File: config.mk
export PLATFORM = sky130hd
export DESIGN_NAME = pcihb_regif
export DESIGN_NICKNAME = d
export VERILOG_FILES = /design/src/rtl/pcihb_pkg.sv /design/src/rtl/pcihb_ctrl.sv /design/src/rtl/pcihb_dp.sv /design/src/rtl/pcihb_regif.sv
export SDC_FILE = /design/constraint.sdc
export NUM_CORES = 2
export LEC_CHECK = 0
export ABC_AREA = 1
export BUFFER_PORTS_ARGS = -buffer_cell sky130_fd_sc_hd__buf_2
export CORE_MARGIN = 4
export CORE_UTILIZATION = 50
export DETAILED_ROUTE_END_ITERATION = 10
export HOLD_SLACK_MARGIN = 0.1
export PLACE_DENSITY = 0.73
export SYNTH_ARGS = -nofsm -noshare
export SYNTH_HDL_FRONTEND = slang
export SYNTH_HIERARCHICAL = 1
export SYNTH_SLANG_ARGS = --single-unit
File: constraint.sdc
create_clock -name clk -period 5.1 [get_ports clk]
set_input_delay 1.02 -clock clk [delete_from_list [all_inputs] [get_ports clk]]
set_output_delay 1.02 -clock clk [all_outputs]
set_load 0.1 [all_outputs]
File: src/rtl/pcihb_pkg.sv
package pcihb_pkg;

  localparam logic [11:0] OFS_HDR_END = 12'h100;
  localparam logic [11:0] OFS_PTR     = 12'h1C0;
  localparam logic [11:0] OFS_MEM     = 12'h1C4;
  localparam logic [11:0] OFS_IO      = 12'h1C8;
  localparam logic [11:0] OFS_PORT    = 12'h220;

  localparam logic [31:0] MEM_KEEP = 32'hFF00_0001;

  // reset value of header word 1: status in the upper half, command in the lower half
  localparam logic [15:0] CMD_RESET  = 16'h0080;
  localparam logic [15:0] STAT_RESET = 16'h0290;

  typedef enum logic [1:0] {
    ST_IDLE = 2'd0,
    ST_WAIT = 2'd1,
    ST_DONE = 2'd2
  } portState_e;

  typedef enum logic [2:0] {
    RD_ZERO = 3'd0,
    RD_HDR  = 3'd1,
    RD_PTR  = 3'd2,
    RD_MEM  = 3'd3,
    RD_IO   = 3'd4,
    RD_PORT = 3'd5
  } rdSel_e;

  typedef struct packed {
    logic   hdrWr;
    logic   ptrWr;
    logic   memWr;
    logic   ioWr;
    logic   portStart;
    logic   portLoad;
    rdSel_e rdSel;
  } strobe_t;

endpackage

File: src/rtl/pcihb_ctrl.sv
module pcihb_ctrl
  import pcihb_pkg::*;
#(
  parameter int ADDR_W = 10
) (
  input  logic              clk,
  input  logic              rstN,
  input  logic              busSel,
  input  logic              busWrite,
  input  logic [ADDR_W-1:0] busAddr,
  output logic              busReady,
  output logic              cfgReq,
  output logic              cfgWrite,
  input  logic              cfgAck,
  output strobe_t           strb
);

  portState_e state, stateNext;

  logic aligned, hdrHit, ptrHit, memHit, ioHit, portHit, acc;

  always_comb begin
    aligned = (busAddr[1:0] == 2'b00);
    hdrHit  = aligned && (busAddr < ADDR_W'(OFS_HDR_END));
    ptrHit  = aligned && (busAddr == ADDR_W'(OFS_PTR));
    memHit  = aligned && (busAddr == ADDR_W'(OFS_MEM));
    ioHit   = aligned && (busAddr == ADDR_W'(OFS_IO));
    portHit = aligned && (busAddr == ADDR_W'(OFS_PORT));
    acc     = busSel && (state == ST_IDLE);
  end

  always_comb begin
    strb.hdrWr     = acc && busWrite && hdrHit;
    strb.ptrWr     = acc && busWrite && ptrHit;
    strb.memWr     = acc && busWrite && memHit;
    strb.ioWr      = acc && busWrite && ioHit;
    strb.portStart = acc && portHit;
    strb.portLoad  = (state == ST_WAIT) && cfgAck;
    if (state == ST_DONE)  strb.rdSel = RD_PORT;
    else if (hdrHit)       strb.rdSel = RD_HDR;
    else if (ptrHit)       strb.rdSel = RD_PTR;
    else if (memHit)       strb.rdSel = RD_MEM;
    else if (ioHit)        strb.rdSel = RD_IO;
    else                   strb.rdSel = RD_ZERO;
  end

  always_comb begin
    busReady = (acc && !portHit) || (state == ST_DONE);
  end

  always_comb begin
    stateNext = state;
    unique case (state)
      ST_IDLE: if (strb.portStart) stateNext = ST_WAIT;
      ST_WAIT: if (cfgAck)         stateNext = ST_DONE;
      ST_DONE:                     stateNext = ST_IDLE;
      default:                     stateNext = ST_IDLE;
    endcase
  end

  always_ff @(posedge clk) begin
    if (!rstN) begin
      state    <= ST_IDLE;
      cfgReq   <= 1'b0;
      cfgWrite <= 1'b0;
    end else begin
      state <= stateNext;
      if (strb.portStart) begin
        cfgReq   <= 1'b1;
        cfgWrite <= busWrite;
      end else if (strb.portLoad) begin
        cfgReq <= 1'b0;
      end
    end
  end

endmodule

File: src/rtl/pcihb_dp.sv
module pcihb_dp
  import pcihb_pkg::*;
#(
  parameter int          NUM_DEV   = 4,
  parameter int          WIN_BITS  = 18,
  parameter logic [15:0] VENDOR_ID = 16'h1DE5,
  parameter logic [15:0] DEVICE_ID = 16'hC0DE,
  parameter logic [31:0] IO_RESET  = 32'hFE24_0000
) (
  input  logic                  clk,
  input  logic                  rstN,
  input  strobe_t               strb,
  input  logic [5:0]            hdrIdx,
  input  logic [31:0]           busWdata,
  output logic [31:0]           busRdata,
  output logic [31:0]           cfgAddr,
  output logic [31:0]           cfgWdata,
  input  logic [31:0]           cfgRdata,
  input  logic [31:0]           winAddr,
  output logic                  winHit,
  output logic [WIN_BITS-1:0]   winOffset,
  input  logic [8*NUM_DEV-1:0]  devIrq,
  output logic [3:0]            intOut
);

  localparam int          HDR_WORDS = 64;
  localparam int          NUM_INT   = 4;
  localparam int          FN_PER_DEV = 8;
  localparam logic [31:0] IO_KEEP   = {{(32-WIN_BITS){1'b1}}, {(WIN_BITS-1){1'b0}}, 1'b1};

  logic [31:0] hdrMem [HDR_WORDS];
  logic [31:0] ptrReg, memReg, ioReg, portData;

  always_ff @(posedge clk) begin
    if (!rstN) begin
      for (int w = 0; w < HDR_WORDS; w++) hdrMem[w] <= '0;
      hdrMem[0] <= {DEVICE_ID, VENDOR_ID};
      hdrMem[1] <= {STAT_RESET, CMD_RESET};
    end else if (strb.hdrWr) begin
      hdrMem[hdrIdx] <= busWdata;
    end
  end

  always_ff @(posedge clk) begin
    if (!rstN) begin
      ptrReg   <= '0;
      memReg   <= '0;
      ioReg    <= IO_RESET & IO_KEEP;
      cfgWdata <= '0;
      portData <= '0;
    end else begin
      if (strb.ptrWr)     ptrReg   <= busWdata;
      if (strb.memWr)     memReg   <= busWdata & MEM_KEEP;
      if (strb.ioWr)      ioReg    <= busWdata & IO_KEEP;
      if (strb.portStart) cfgWdata <= busWdata;
      if (strb.portLoad)  portData <= cfgRdata;
    end
  end

  assign cfgAddr = ptrReg;

  always_comb begin
    unique case (strb.rdSel)
      RD_HDR:  busRdata = hdrMem[hdrIdx];
      RD_PTR:  busRdata = ptrReg;
      RD_MEM:  busRdata = memReg;
      RD_IO:   busRdata = ioReg;
      RD_PORT: busRdata = portData;
      default: busRdata = '0;
    endcase
  end

  // movable I/O window: compare the upper address bits against the base
  always_comb begin
    winHit    = (winAddr[31:WIN_BITS] == ioReg[31:WIN_BITS]);
    winOffset = winAddr[WIN_BITS-1:0];
  end

  // interrupt folding: device d lands on output d mod NUM_INT
  for (genvar k = 0; k < NUM_INT; k++) begin : g_int
    logic lineOr;
    always_comb begin
      lineOr = 1'b0;
      for (int d = 0; d < NUM_DEV; d++) begin
        if ((d % NUM_INT) == k) lineOr = lineOr | (|devIrq[d*FN_PER_DEV +: FN_PER_DEV]);
      end
    end
    assign intOut[k] = lineOr;
  end

endmodule

File: src/rtl/pcihb_regif.sv
module pcihb_regif
  import pcihb_pkg::*;
#(
  parameter int          ADDR_W    = 10,
  parameter int          NUM_DEV   = 4,
  parameter int          WIN_BITS  = 18,
  parameter logic [15:0] VENDOR_ID = 16'h1DE5,
  parameter logic [15:0] DEVICE_ID = 16'hC0DE,
  parameter logic [31:0] IO_RESET  = 32'hFE24_0000
) (
  input  logic                 clk,
  input  logic                 rstN,
  input  logic                 busSel,
  input  logic                 busWrite,
  input  logic [ADDR_W-1:0]    busAddr,
  input  logic [31:0]          busWdata,
  output logic [31:0]          busRdata,
  output logic                 busReady,
  output logic                 cfgReq,
  output logic                 cfgWrite,
  output logic [31:0]          cfgAddr,
  output logic [31:0]          cfgWdata,
  input  logic                 cfgAck,
  input  logic [31:0]          cfgRdata,
  input  logic [31:0]          winAddr,
  output logic                 winHit,
  output logic [WIN_BITS-1:0]  winOffset,
  input  logic [8*NUM_DEV-1:0] devIrq,
  output logic [3:0]           intOut
);

  strobe_t strb;

  pcihb_ctrl #(.ADDR_W(ADDR_W)) i_ctrl (
    .clk      (clk),
    .rstN     (rstN),
    .busSel   (busSel),
    .busWrite (busWrite),
    .busAddr  (busAddr),
    .busReady (busReady),
    .cfgReq   (cfgReq),
    .cfgWrite (cfgWrite),
    .cfgAck   (cfgAck),
    .strb     (strb)
  );

  pcihb_dp #(
    .NUM_DEV   (NUM_DEV),
    .WIN_BITS  (WIN_BITS),
    .VENDOR_ID (VENDOR_ID),
    .DEVICE_ID (DEVICE_ID),
    .IO_RESET  (IO_RESET)
  ) i_dp (
    .clk       (clk),
    .rstN      (rstN),
    .strb      (strb),
    .hdrIdx    (busAddr[7:2]),
    .busWdata  (busWdata),
    .busRdata  (busRdata),
    .cfgAddr   (cfgAddr),
    .cfgWdata  (cfgWdata),
    .cfgRdata  (cfgRdata),
    .winAddr   (winAddr),
    .winHit    (winHit),
    .winOffset (winOffset),
    .devIrq    (devIrq),
    .intOut    (intOut)
  );

endmodule

==> out/results.txt <==
Critical Path End Type = output pin
prevailing post-synth register cell = edfxtp_1
area of the placeable core = 203000 sq um
share of async-settable or async-resettable flops after synthesis = 0
Setup-failing EPs final = 2
cell area power density = 342 nW/um^2
average wire per cell in the routed design = 22.9 um
Critical Path Max Stage Delay = 0.75 ns
nature of the critical path startpoint = register
last weighted congestion value of the routability-driven placer = 0.972
GRT met3 Usage = 0.0737
worst vdd ir = 406 uV
Tmin final = 5.14 ns
total number of H-tree levels = 4
cells after synthesis = 11700
clock-pin slew on the worst setup and hold paths = 0.06 ns
starting density of the core = 0.505
average via count per standard cell = 5.54
worst-path maximum fanout = 22
post-detailed-route DRC marker count = 0
non-filler instance count after layout = 14700
cell with the largest stage delay on the worst path = nor3_2
Hold Buf Count CTS = 0
Cell variety after synth = 36
Worst Path Class, Setup = register to output pin
pin count of the biggest net entering global routing = 137
overall via count from detail_route = 81500
final WL = 337000 um
static leakage power = 53.6 nW
cell-by-cell trace of the critical path = nor2_1 > inv_1 > nand2_1 > nor3_2 > buf_4 > nand2_1 > nand2_1 > buf_2
Worst Hold Slack = 0.369 ns
Root Buffer = clkbuf_16
number of core rows = 165
synthesis-to-finish area growth = 12.9%
GR Util met2 = 0.470
final worst-path cycle share = 1.01
post-placement cell count = 14300
share of layout cells above drive strength 1 = 0.102
worst endpoint data arrival time = 4.12 ns
initial antenna violation count = 15
final number of hold-violating endpoints = 0
# port buffers = 228
post-route clock skew = 0.0621 ns
synth warn = 6
Req. time, crit path = 4.08 ns
status = finished with violations
CTS tree = yes
wire length of the first global-routing pass = 490000 um
violations in the final reports = setup timing
Final HPWL DP = 215000 um
number of antenna-violating nets in the routed design = 0
EDFF count, synth = 2048
Critical Path Most Common Cell = nand2_1
GRT Resource Usage Total = 0.312
Worst Hold Class = input pin to register
die boundary width = 461 um
TritonCTS buffer count = 218
number of buffers on the longest clock path = 3
post-synthesis sequential area ratio = 0.624
Cell Area, Synth = 103000 sq um
Slew Limit Headroom = 0.151
number of nets in the synthesized netlist = 11900
cell type with the largest total area after synthesis = edfxtp_1
Avg Cell Area, Syn = 8.73 sq um
Remaining Overflow, GRT = 0
via count of the first global-routing pass = 76300
die area = 212000 sq um
Net count, final = 12000
slew of the pin with the lowest slew margin = 1.27 ns
final setup slack of the worst path = -0.0422 ns
most heavily used metal layer in global routing = met2
number of slew-limit violations in the final report = 0
top achievable clock speed = 194 MHz
routing usage on met1 = 0.400
maximum capacitance violations = 0
Sink Count = 2172
Synth area leaders = edfxtp_1 60%, nand2_1 10%, nor2_1 8.9%
detailed-routing iteration count for the pre-antenna-repair pass = 9
number of violations reported at the end of detailed-routing iteration 0 = 11900
top-area cell type share of the netlist area = 0.600
number of ports placed on the die boundary = 265
die height = 461 um
buffers inserted by post-CTS timing repair = 0
clk_lat worst skew = 0.86 ns
number of register bits inferred by synthesis = 2172
==> synth_stat cells, types with 3 or more instances <==
cell type,count
buf_1,37
inv_2,10
a21oi_1,88
nand3_1,905
o21ai_1,25
nor3_1,12
inv_1,1860
buf_2,136
nor2_1,2439
clkbuf_1,667
xor2_1,4
nand4_1,4
dfxtp_1,124
buf_4,22
nor4_1,10
o21ai_0,383
a221oi_1,14
or2_2,98
xnor2_1,4
o211ai_1,4
nor2_2,3
nand2_4,8
edfxtp_1,2048
a22oi_1,17
nand2_1,2808
==> critical path, delay by kind of cell (launching register included) <==
kind          cells  cell delay (ns)
simple gates      5             1.47
flops             1             0.43
buf+inv           3             1.35
==> state kept, by name, summed over array words and instances, names as in the netlist <==
name             cells
i_dp/hdrMem       2048
i_ctrl/state         2
i_ctrl/cfgWrite      1
i_dp/cfgWdata       32
i_dp/cfgAddr        32
i_dp/portData       32
i_dp/ioReg          15
i_ctrl/cfgReq        1
i_dp/memReg          9
==> final timing paths <==
kind,start,depth (start not counted),to,slack (ns)
setup / recovery,i_ctrl/state[0]$_SDFFE_PN0P_,8,busRdata[13],-0.04
hold / removal,cfgRdata[19],3,i_dp/portData[19]$_SDFFE_PN0P_,0.37
setup reg to reg,i_ctrl/state[0]$_SDFFE_PN0P_,11,i_dp/hdrMem[13][4]$_SDFFCE_PN0P_,0.97
hold reg to reg,i_dp/portData[26]$_SDFFE_PN0P_,2,i_dp/portData[26]$_SDFFE_PN0P_,0.46
==> kinds of logic after synthesis <==
family | count (synthesis) | share of synthesized area
buf+inv | 2733 | 0.102
compound gates | 532 | 0.0270
xor+xnor | 8 | 0.000683
simple gates | 6300 | 0.246
flops | 2172 | 0.624
==> metal layers <==
| metal | wire, um | share of wire | vias up |
|---|---|---|---|
| met5 | 37 | 0.00011 | - |
| met4 | 27300 | 0.081 | 8 |
| met3 | 43500 | 0.13 | 893 |
| met2 | 148000 | 0.44 | 5328 |
| met1 | 118000 | 0.35 | 38600 |
| li1 | - | - | 36600 |
==> where the power goes <==
part           internal [mW]  leakage (nW)  total, mW  switching (mW)
combinational          0.876          29.8       3.50            2.62
clock                   8.75          3.37       15.6            6.88
sequential              20.3          20.4       20.5           0.220
==> through the flow <==
step	TNS, ns	utilization	area, sq um	setup WS [ns]	power (mW)
floorplan	0	-	103000	0.954	22.7
global placement	-0.589	0.536	109000	-0.463	24.2
detailed placement	-0.518	0.536	109000	-0.418	24.3
CTS	0	0.570	116000	0.0677	39.6
global route	-0.0501	0.570	116000	-0.0397	40.8
finish	-0.0667	0.570	116000	-0.0422	39.6
==> cell usage in the layout, fill, tap and decap left out, types with 3 or more instances in the layout <==
master / synthesis / final
or2_2: 98 / 98
buf_4: 22 / 445
inv_6: 0 / 7
nand2_1: 2808 / 2807
buf_12: 0 / 95
nor3_2: 2 / 12
bufinv_16: 0 / 9
clkinvlp_4: 0 / 5
nand2_4: 8 / 9
clkbuf_8: 0 / 19
clkinv_2: 0 / 65
clkinv_1: 1 / 40
clkbuf_1: 667 / 61
edfxtp_1: 2048 / 2048
o211ai_1: 4 / 4
a22oi_1: 17 / 17
nor2_2: 3 / 3
nor2_4: 1 / 5
a221oi_1: 14 / 14
xnor2_1: 4 / 4
clkbuf_16: 0 / 223
diode_2: 0 / 8
dfxtp_1: 124 / 124
xor2_1: 4 / 4
nand4_1: 4 / 4
nor4_1: 10 / 10
nand3_1: 905 / 904
o21ai_0: 383 / 376
inv_1: 1860 / 1832
clkbuf_2: 0 / 3
buf_2: 136 / 206
o21ai_1: 25 / 30
nor2_1: 2439 / 2435
inv_2: 10 / 3
a21oi_1: 88 / 88
==> cell type report <==
type	instances	area, sq um
fill	17100	87400
sequential	2172	64000
multi-input combinational	6840	28200
inverter	1871	7080
timing repair buffer	748	6300
clock buffer	306	6090
tap	2672	3340
clock inverter	98	798
antenna	8	20.0
==> timing repair <==
item / in CTS / in global routing
endpoints found under the setup margin: 2 / 11
cloned: 0 / 0
gates resized for setup: 3 / 9
pin swaps: 0 / 0
Note: power is estimated with default switching activity, not from simulation.
